### config.mk
export PLATFORM = sky130hd
export DESIGN_NAME = cond_branch_unit
export DESIGN_NICKNAME = d
export VERILOG_FILES = /design/src/rtl/cbr_pkg.sv /design/src/rtl/cbr_decode.sv /design/src/rtl/cbr_cond_eval.sv /design/src/rtl/cbr_target.sv /design/src/rtl/cond_branch_unit.sv
export SDC_FILE = /design/constraint.sdc
export NUM_CORES = 1
export LEC_CHECK = 0
export ABC_AREA = 1
export BUFFER_PORTS_ARGS = -buffer_cell sky130_fd_sc_hd__buf_2
export CAP_MARGIN = 10
export CORE_MARGIN = 4
export CORE_UTILIZATION = 28
export CTS_BUF_LIST = sky130_fd_sc_hd__clkbuf_4 sky130_fd_sc_hd__clkbuf_8
export CTS_CLUSTER_DIAMETER = 150
export DETAILED_ROUTE_END_ITERATION = 7
export PLACE_DENSITY = 0.48
export RECOVER_POWER = 100
export REMOVE_ABC_BUFFERS = 1
export SLEW_MARGIN = 10
export SYNTH_ARGS = -nofsm -noshare
export SYNTH_HDL_FRONTEND = slang
export SYNTH_SLANG_ARGS = --single-unit
### constraint.sdc
create_clock -name clk -period 5.9 [get_ports clk]
set_input_delay 0.295 -clock clk [delete_from_list [all_inputs] [get_ports clk]]
set_output_delay 0.295 -clock clk [all_outputs]
set_load 0.02 [all_outputs]
### src/rtl/cbr_pkg.sv
// Package: shared types for the conditional branch resolution unit.
// Assumes opcode bytes are 8 bits wide; pointer width is set per module.
package cbr_pkg;

    // Instruction form recognised by the decoder
    typedef enum logic [1:0] {
        FORM_SHORT = 2'd0,
        FORM_NEAR  = 2'd1,
        FORM_CTRZ  = 2'd2,
        FORM_BAD   = 2'd3
    } jform_t;

    // Status flags consumed by the condition evaluator
    typedef struct packed {
        logic cf;
        logic of;
        logic pf;
        logic sf;
        logic zf;
    } flags_t;

    localparam logic [7:0] OPC_SHORT_HI = 8'h7;
    localparam logic [7:0] OPC_ESCAPE   = 8'h0F;
    localparam logic [3:0] OPC_NEAR_HI  = 4'h8;
    localparam logic [7:0] OPC_CTRZ     = 8'hE3;

endpackage

### src/rtl/cbr_decode.sv
// Module: cbr_decode
// Classifies the opcode bytes into an instruction form, extracts the
// condition nibble, and sign-extends the displacement to the pointer width.
// Assumes XLEN is at least 16.
module cbr_decode
    import cbr_pkg::*;
#(
    parameter int XLEN = 32
) (
    input  logic [7:0]      op_byte0,
    input  logic [7:0]      op_byte1,
    input  logic [XLEN-1:0] disp,
    input  logic            op32,
    output jform_t          form,
    output logic [3:0]      cond_nib,
    output logic [XLEN-1:0] disp_ext
);
    localparam int HALF = XLEN / 2;

    logic [XLEN-1:0] ext8;
    logic [XLEN-1:0] ext16;

    // Sign-extend the two shorter displacement widths
    always_comb begin
        ext8  = {{(XLEN-8){disp[7]}}, disp[7:0]};
        ext16 = {{(XLEN-HALF){disp[HALF-1]}}, disp[HALF-1:0]};
    end

    // Decide the form and choose the matching displacement
    always_comb begin
        form     = FORM_BAD;
        cond_nib = 4'h0;
        disp_ext = ext8;
        if (op_byte0[7:4] == OPC_SHORT_HI[3:0]) begin
            form     = FORM_SHORT;
            cond_nib = op_byte0[3:0];
            disp_ext = ext8;
        end else if (op_byte0 == OPC_ESCAPE && op_byte1[7:4] == OPC_NEAR_HI) begin
            form     = FORM_NEAR;
            cond_nib = op_byte1[3:0];
            disp_ext = op32 ? disp : ext16;
        end else if (op_byte0 == OPC_CTRZ) begin
            form     = FORM_CTRZ;
            disp_ext = ext8;
        end
    end
endmodule

### src/rtl/cbr_cond_eval.sv
// Module: cbr_cond_eval
// Evaluates the branch condition: a flag test chosen by the condition
// nibble, or a zero test of the counter for the counter form.
// Assumes form has already been decoded; returns 0 for FORM_BAD.
module cbr_cond_eval
    import cbr_pkg::*;
#(
    parameter int XLEN = 32
) (
    input  jform_t          form,
    input  logic [3:0]      cond_nib,
    input  flags_t          flags,
    input  logic [XLEN-1:0] count_reg,
    input  logic            addr32,
    output logic            cond_true
);
    localparam int HALF = XLEN / 2;

    logic base_test;
    logic sign_ne_ovf;
    logic ctr_zero;

    // Counter zero test at the width chosen by the address size
    always_comb begin
        ctr_zero = addr32 ? (count_reg == '0) : (count_reg[HALF-1:0] == '0);
    end

    // Flag test on nibble bits 3:1; bit 0 inverts the sense
    always_comb begin
        sign_ne_ovf = flags.sf ^ flags.of;
        unique case (cond_nib[3:1])
            3'd0: base_test = flags.of;
            3'd1: base_test = flags.cf;
            3'd2: base_test = flags.zf;
            3'd3: base_test = flags.cf | flags.zf;
            3'd4: base_test = flags.sf;
            3'd5: base_test = flags.pf;
            3'd6: base_test = sign_ne_ovf;
            default: base_test = flags.zf | sign_ne_ovf;
        endcase
    end

    // Merge the flag test and the counter test according to the form
    always_comb begin
        unique case (form)
            FORM_SHORT, FORM_NEAR: cond_true = base_test ^ cond_nib[0];
            FORM_CTRZ:             cond_true = ctr_zero;
            default:               cond_true = 1'b0;
        endcase
    end
endmodule

### src/rtl/cbr_target.sv
// Module: cbr_target
// Adds the displacement to the next-sequential pointer, truncates the sum
// for a 16-bit operand size, and flags a sum outside [seg_base, seg_limit]
// for a 32-bit operand size. Assumes seg_base <= seg_limit.
module cbr_target #(
    parameter int XLEN = 32
) (
    input  logic [XLEN-1:0] next_ip,
    input  logic [XLEN-1:0] disp_ext,
    input  logic            op32,
    input  logic [XLEN-1:0] seg_base,
    input  logic [XLEN-1:0] seg_limit,
    output logic [XLEN-1:0] target,
    output logic            out_of_seg
);
    localparam int HALF = XLEN / 2;

    logic [XLEN-1:0] sum;

    // Raw sum, wrapping at the pointer width
    always_comb begin
        sum = next_ip + disp_ext;
    end

    // Truncate for small operand size, else check against the segment
    always_comb begin
        if (op32) begin
            target     = sum;
            out_of_seg = (sum < seg_base) || (sum > seg_limit);
        end else begin
            target     = {{(XLEN-HALF){1'b0}}, sum[HALF-1:0]};
            out_of_seg = 1'b0;
        end
    end
endmodule

### src/rtl/cond_branch_unit.sv
// Module: cond_branch_unit (top)
// Resolves one conditional relative jump per req_valid and registers the
// outcome, presenting it with a one-cycle res_valid strobe.
// Assumes request inputs are stable in the cycle req_valid is high.
module cond_branch_unit
    import cbr_pkg::*;
#(
    parameter int XLEN = 32
) (
    input  logic            clk,
    input  logic            rst_n,
    input  logic            req_valid,
    input  logic [7:0]      op_byte0,
    input  logic [7:0]      op_byte1,
    input  logic [XLEN-1:0] disp,
    input  logic [XLEN-1:0] next_ip,
    input  logic            flag_cf,
    input  logic            flag_of,
    input  logic            flag_pf,
    input  logic            flag_sf,
    input  logic            flag_zf,
    input  logic [XLEN-1:0] count_reg,
    input  logic            op32,
    input  logic            addr32,
    input  logic [XLEN-1:0] seg_base,
    input  logic [XLEN-1:0] seg_limit,
    output logic            res_valid,
    output logic            res_taken,
    output logic            res_fault,
    output logic            res_invalid,
    output logic [XLEN-1:0] res_ip
);
    localparam int HALF = XLEN / 2;

    jform_t          form;
    logic [3:0]      cond_nib;
    logic [XLEN-1:0] disp_ext;
    logic            cond_true;
    logic [XLEN-1:0] target;
    logic            out_of_seg;
    flags_t          flags;
    logic            take_c;
    logic            fault_c;
    logic [XLEN-1:0] ip_c;

    // Gather the flags into the shared struct
    always_comb begin
        flags = '{cf: flag_cf, of: flag_of, pf: flag_pf, sf: flag_sf, zf: flag_zf};
    end

    cbr_decode #(.XLEN(XLEN)) u_dec (
        .op_byte0 (op_byte0),
        .op_byte1 (op_byte1),
        .disp     (disp),
        .op32     (op32),
        .form     (form),
        .cond_nib (cond_nib),
        .disp_ext (disp_ext)
    );

    cbr_cond_eval #(.XLEN(XLEN)) u_cond (
        .form      (form),
        .cond_nib  (cond_nib),
        .flags     (flags),
        .count_reg (count_reg),
        .addr32    (addr32),
        .cond_true (cond_true)
    );

    cbr_target #(.XLEN(XLEN)) u_tgt (
        .next_ip    (next_ip),
        .disp_ext   (disp_ext),
        .op32       (op32),
        .seg_base   (seg_base),
        .seg_limit  (seg_limit),
        .target     (target),
        .out_of_seg (out_of_seg)
    );

    // Final decision: a fault suppresses the jump and keeps the old pointer
    always_comb begin
        fault_c = cond_true && out_of_seg;
        take_c  = cond_true && !out_of_seg;
        ip_c    = take_c ? target : next_ip;
    end

    // Result register: strobe every cycle, payload only on a request
    always_ff @(posedge clk) begin
        if (!rst_n) begin
            res_valid   <= 1'b0;
            res_taken   <= 1'b0;
            res_fault   <= 1'b0;
            res_invalid <= 1'b0;
            res_ip      <= '0;
        end else begin
            res_valid <= req_valid;
            if (req_valid) begin
                res_taken   <= take_c;
                res_fault   <= fault_c;
                res_invalid <= (form == FORM_BAD);
                res_ip      <= ip_c;
            end
        end
    end

    // the strobe follows a request by exactly one cycle
    assert_strobe_follows_req_R10: assert property (@(posedge clk) disable iff (!rst_n)
        req_valid |=> res_valid);
    assert_strobe_single_R10: assert property (@(posedge clk) disable iff (!rst_n)
        !req_valid |=> !res_valid);
    // a fault never coexists with a taken jump
    assert_fault_excludes_taken_R7: assert property (@(posedge clk) disable iff (!rst_n)
        !(res_taken && res_fault));
    // an unsupported opcode neither jumps nor faults
    assert_invalid_quiet_R9: assert property (@(posedge clk) disable iff (!rst_n)
        res_invalid |-> (!res_taken && !res_fault));
    // any result that is not a taken jump returns the sequential pointer
    assert_fallthrough_ip_R8: assert property (@(posedge clk) disable iff (!rst_n)
        req_valid |=> (res_taken || res_ip == $past(next_ip)));
    // small operand size clears the upper pointer half and never faults
    assert_trunc_upper_R6: assert property (@(posedge clk) disable iff (!rst_n)
        (req_valid && !op32) |=> (!res_fault && (!res_taken || res_ip[XLEN-1:HALF] == '0)));
    // while reset is applied the outputs are cleared on the next edge
    assert_reset_clears_R11: assert property (@(posedge clk)
        !rst_n |=> (!res_valid && !res_taken && !res_fault && !res_invalid && res_ip == '0));
endmodule

==> results.py <==
metrics = {
    "grt": {
        "overflow": 0,
        "grt_pass1_wl_um": 33700,
        "antenna_found_initial": 0,
        "track_usage_pct": 17.3,
        "grt_max_degree": 36,
        "grt_pass1_vias": 6604,
    },
    "power": {
        "clockPowerShare_pct": 21.3,
        "p_comb_share_pct": 56.7,
        "power_density_nw_per_um2": 161,
        "peakVddDrop_mv": 0.0891,
        "switching_share_pct": 44.9,
        "p_seq_share_pct": 22.0,
        "intPower_mw": 0.664,
        "fin_total_pwr_mw": 1.21,
        "cellLeakagePower_nw": 4.37,
        "p_sw_mw": 0.541,
    },
    "critical_path": {
        "reg2reg_from": "res_invalid",
        "max_stage_delay_ns": 0.39,
        "slowest_stage": "nor4_1",
        "crit_path_end_kind": "flip-flop",
        "r2r_slack_ns": 5.33,
        "worstSetupStartpointType": "input pin",
        "reg2regPathDepth": 2,
        "cp.required_ns": 6.15,
        "path_max_fanout": 33,
        "worstReg2RegEnd": "res_invalid",
        "worst_ep_arrival_time_ns": 5.54,
        "path_class": "in2reg",
        "crit_top_cell": "nand2_1",
    },
    "sta": {
        "finalSetupViolations": 0,
        "fin_crit_sh_pct": 89.6,
        "relSlewSlack_pct": 27.8,
        "fin_skew_ns": 0,
        "final_max_slew_viol_count": 0,
        "grt_setup_unrepaired": "false",
        "timing.final.crit_period_ns": 5.29,
        "fmax_mhz": 189,
        "final_hold_viol_count": 0,
        "timing.setup.tns_ns": 0,
        "worstMarginPinSlew_ns": 1.08,
    },
    "run_status": {
        "status": "finished clean",
    },
    "cts": {
        "numCtsBuffers": 5,
        "cts.path.max_buffers": 2,
        "ctsResizeCount": 0,
        "hold_buffers": 0,
        "cts_tree": "done",
        "htreeDepth": 2,
        "cts-root-buf": "clkbuf_8",
        "cts.sinks": 36,
        "clkLatencyLatePin_ns": 0.30,
        "cts_setup_buffers": 0,
        "clkTransAtPathRegs_ns": 0.09,
    },
    "layout": {
        "fillers": 2486,
        "layout-drive-gt1-share_pct": 17.1,
        "syn2layout_area_growth_pct": 24.2,
        "postLayoutCellArea_um2": 7510,
        "antenna_cells": 0,
        "finalNetCount": 1526,
        "fin_util_pct": 35.5,
    },
    "yosys": {
        "synth-adder-area-share_pct": 20.0,
        "synth_compound_area_share_pct": 15.5,
        "yosysSeqAreaShare_pct": 11.9,
        "synth.ff_latch_count": 36,
        "synth_area_per_cell_um2": 5.85,
        "synth_flop_cell": "dfxtp_1",
        "synthCells": 1033,
        "async_flop_share_pct": 0,
        "ys_warn_count": 0,
        "synthDistinctLibCells": 42,
        "synth-simple-area-share_pct": 34.1,
        "synth_edf_count": 0,
        "synth_top_family_by_area": "simple AND/OR/NAND/NOR gates",
        "yosys.area_share.xor_xnor_pct": 3.19,
        "syn_area_um2": 6040,
        "synthMuxAreaShare_pct": 0,
    },
    "placed_design": {
        "place_area_um2": 7430,
        "io_buffer_count": 221,
        "hpwlAfterDp_um": 19200,
        "gp_congestion": 0.927,
    },
    "floorplan": {
        "core_area_um2": 21200,
        "dieHeight_um": 155,
        "start_util_pct": 28.6,
        "die_area_um2": 24000,
        "ioPinCount": 222,
        "die_w_um": 155,
        "rows": 53,
    },
    "worst_hold_path": {
        "holdPathEnd": "res_ip[30]",
        "min-delay-start": "next_ip[30]",
        "hold_depth": 5,
        "hp-class": "in2reg",
    },
    "route": {
        "drtAntennaViolNets": 0,
        "drc_errors": 0,
        "wl_per_cell_um": 14.6,
        "firstDrtPassIters": 5,
        "dr.first_iter.drc_count": 317,
        "viasPerCell": 4.65,
        "totalWireLength_um": 22100,
        "vias": 7064,
    },
    "job": {
        "max_cap_viol_count": 0,
    },
}
## flip-flops by register name, indices dropped and copies added, names as in the netlist
register     count
res_invalid      1
res_fault        1
res_taken        1
res_ip          32
res_valid        1
## cells in the final DEF (no fill, tap or decap), types with 2 or more instances in the layout
cell type,instances
nand3b_1,4
inv_2,2
o21ai_0,51
o21a_1,6
inv_1,211
o211ai_1,5
a21o_1,5
nor3_1,10
nor4_1,13
xnor2_1,2
a31oi_1,5
buf_4,7
xor2_1,20
o21bai_1,5
ha_1,95
clkbuf_1,37
o21ai_1,2
or2_2,2
nand3_1,107
nand2_4,2
buf_2,184
nand4_1,8
dfxtp_1,36
nand2_1,259
nand2_2,2
nor2_1,45
and2_1,8
nor2_4,2
a21oi_1,87
clkbuf_8,7
## per-stage QoR
step / hold WS (ns) / instances / setup WS, ns
after detailed placement: 0.433 / 1512 / 0.374
after CTS: 0.295 / 1520 / 0.677
final: 0.303 / 1520 / 0.611
after global routing: 0.319 / 1520 / 0.0235
after floorplan: 0.491 / 1009 / 1.05
after global placement: 0.433 / 1512 / 0.403
## routing by layer
layer	wire length (µm)	global-route usage (%)
met1	10300	23.4
met2	10500	30.3
met3	1170	2.53
met4	153	1.89
met5	0	0
## cell type report
| type | count | area (µm²) | area share [%] |
|---|---|---|---|
| clock buffers | 7 | 96.3 | 1.28 |
| clock inverters | 1 | 30.0 | 0.400 |
| inverters | 214 | 803 | 10.7 |
| multi-input cells | 759 | 4400 | 58.6 |
| flip-flops and latches | 36 | 721 | 9.60 |
| well taps | 275 | 344 | 4.58 |
| repair buffers | 228 | 1110 | 14.8 |
## synth_stat cells (all sizes together) (2+ instances only)
cell      n  area share [%]
nand2   263              17
nand4     8            0.83
nand3b    4            0.50
a31oi     5            0.52
o21bai    5            0.62
buf       9             1.1
xnor2     2            0.29
nor3     11            0.99
nand3   108             9.0
a21oi    87             7.2
clkbuf   15            0.93
o21ai    54             4.5
dfxtp    36              12
ha       95              20
o21a      6            0.75
or2       3            0.31
inv     213              13
nor4     13             1.3
a21o      5            0.62
and2      9            0.93
nor2     48             3.2
xor2     20             2.9
o211ai    5            0.62
## how the worst max path moves through the flow
stage                      startpoint         end  slack (ns)
after floorplan           op_byte1[5]  res_ip[10]        1.05
after CTS                 op_byte1[5]  res_ip[14]        0.68
final                     op_byte1[5]  res_ip[14]        0.61
after global routing      op_byte1[5]   res_ip[1]        0.02
after detailed placement  op_byte1[5]  res_ip[14]        0.37
after global placement    op_byte1[5]  res_ip[14]        0.40
## power by group through the flow
stage	Sequential [mW]	Combinational [mW]	Clock, mW
after global placement	0.271	0.690	0
after global routing	0.267	0.786	0.273
final	0.265	0.684	0.256
after CTS	0.265	0.697	0.265
after floorplan	0.289	0.430	0
after detailed placement	0.270	0.693	0
## cell families after synthesis
group | count (synthesis)
adder cells (fa/ha/maj) | 96
flip-flops | 36
AO/OA/AOI/OAI | 172
buffers and inverters | 238
XOR/XNOR | 22
AND/OR/NAND/NOR | 469
## critical path, delay by kind of cell
family	cells	cell delay, ns
simple gates	18	3.35
buf+inv	2	0.17
fa+ha+maj	2	0.57
compound gates	5	1.15
Power figures use the tool's default switching activity.
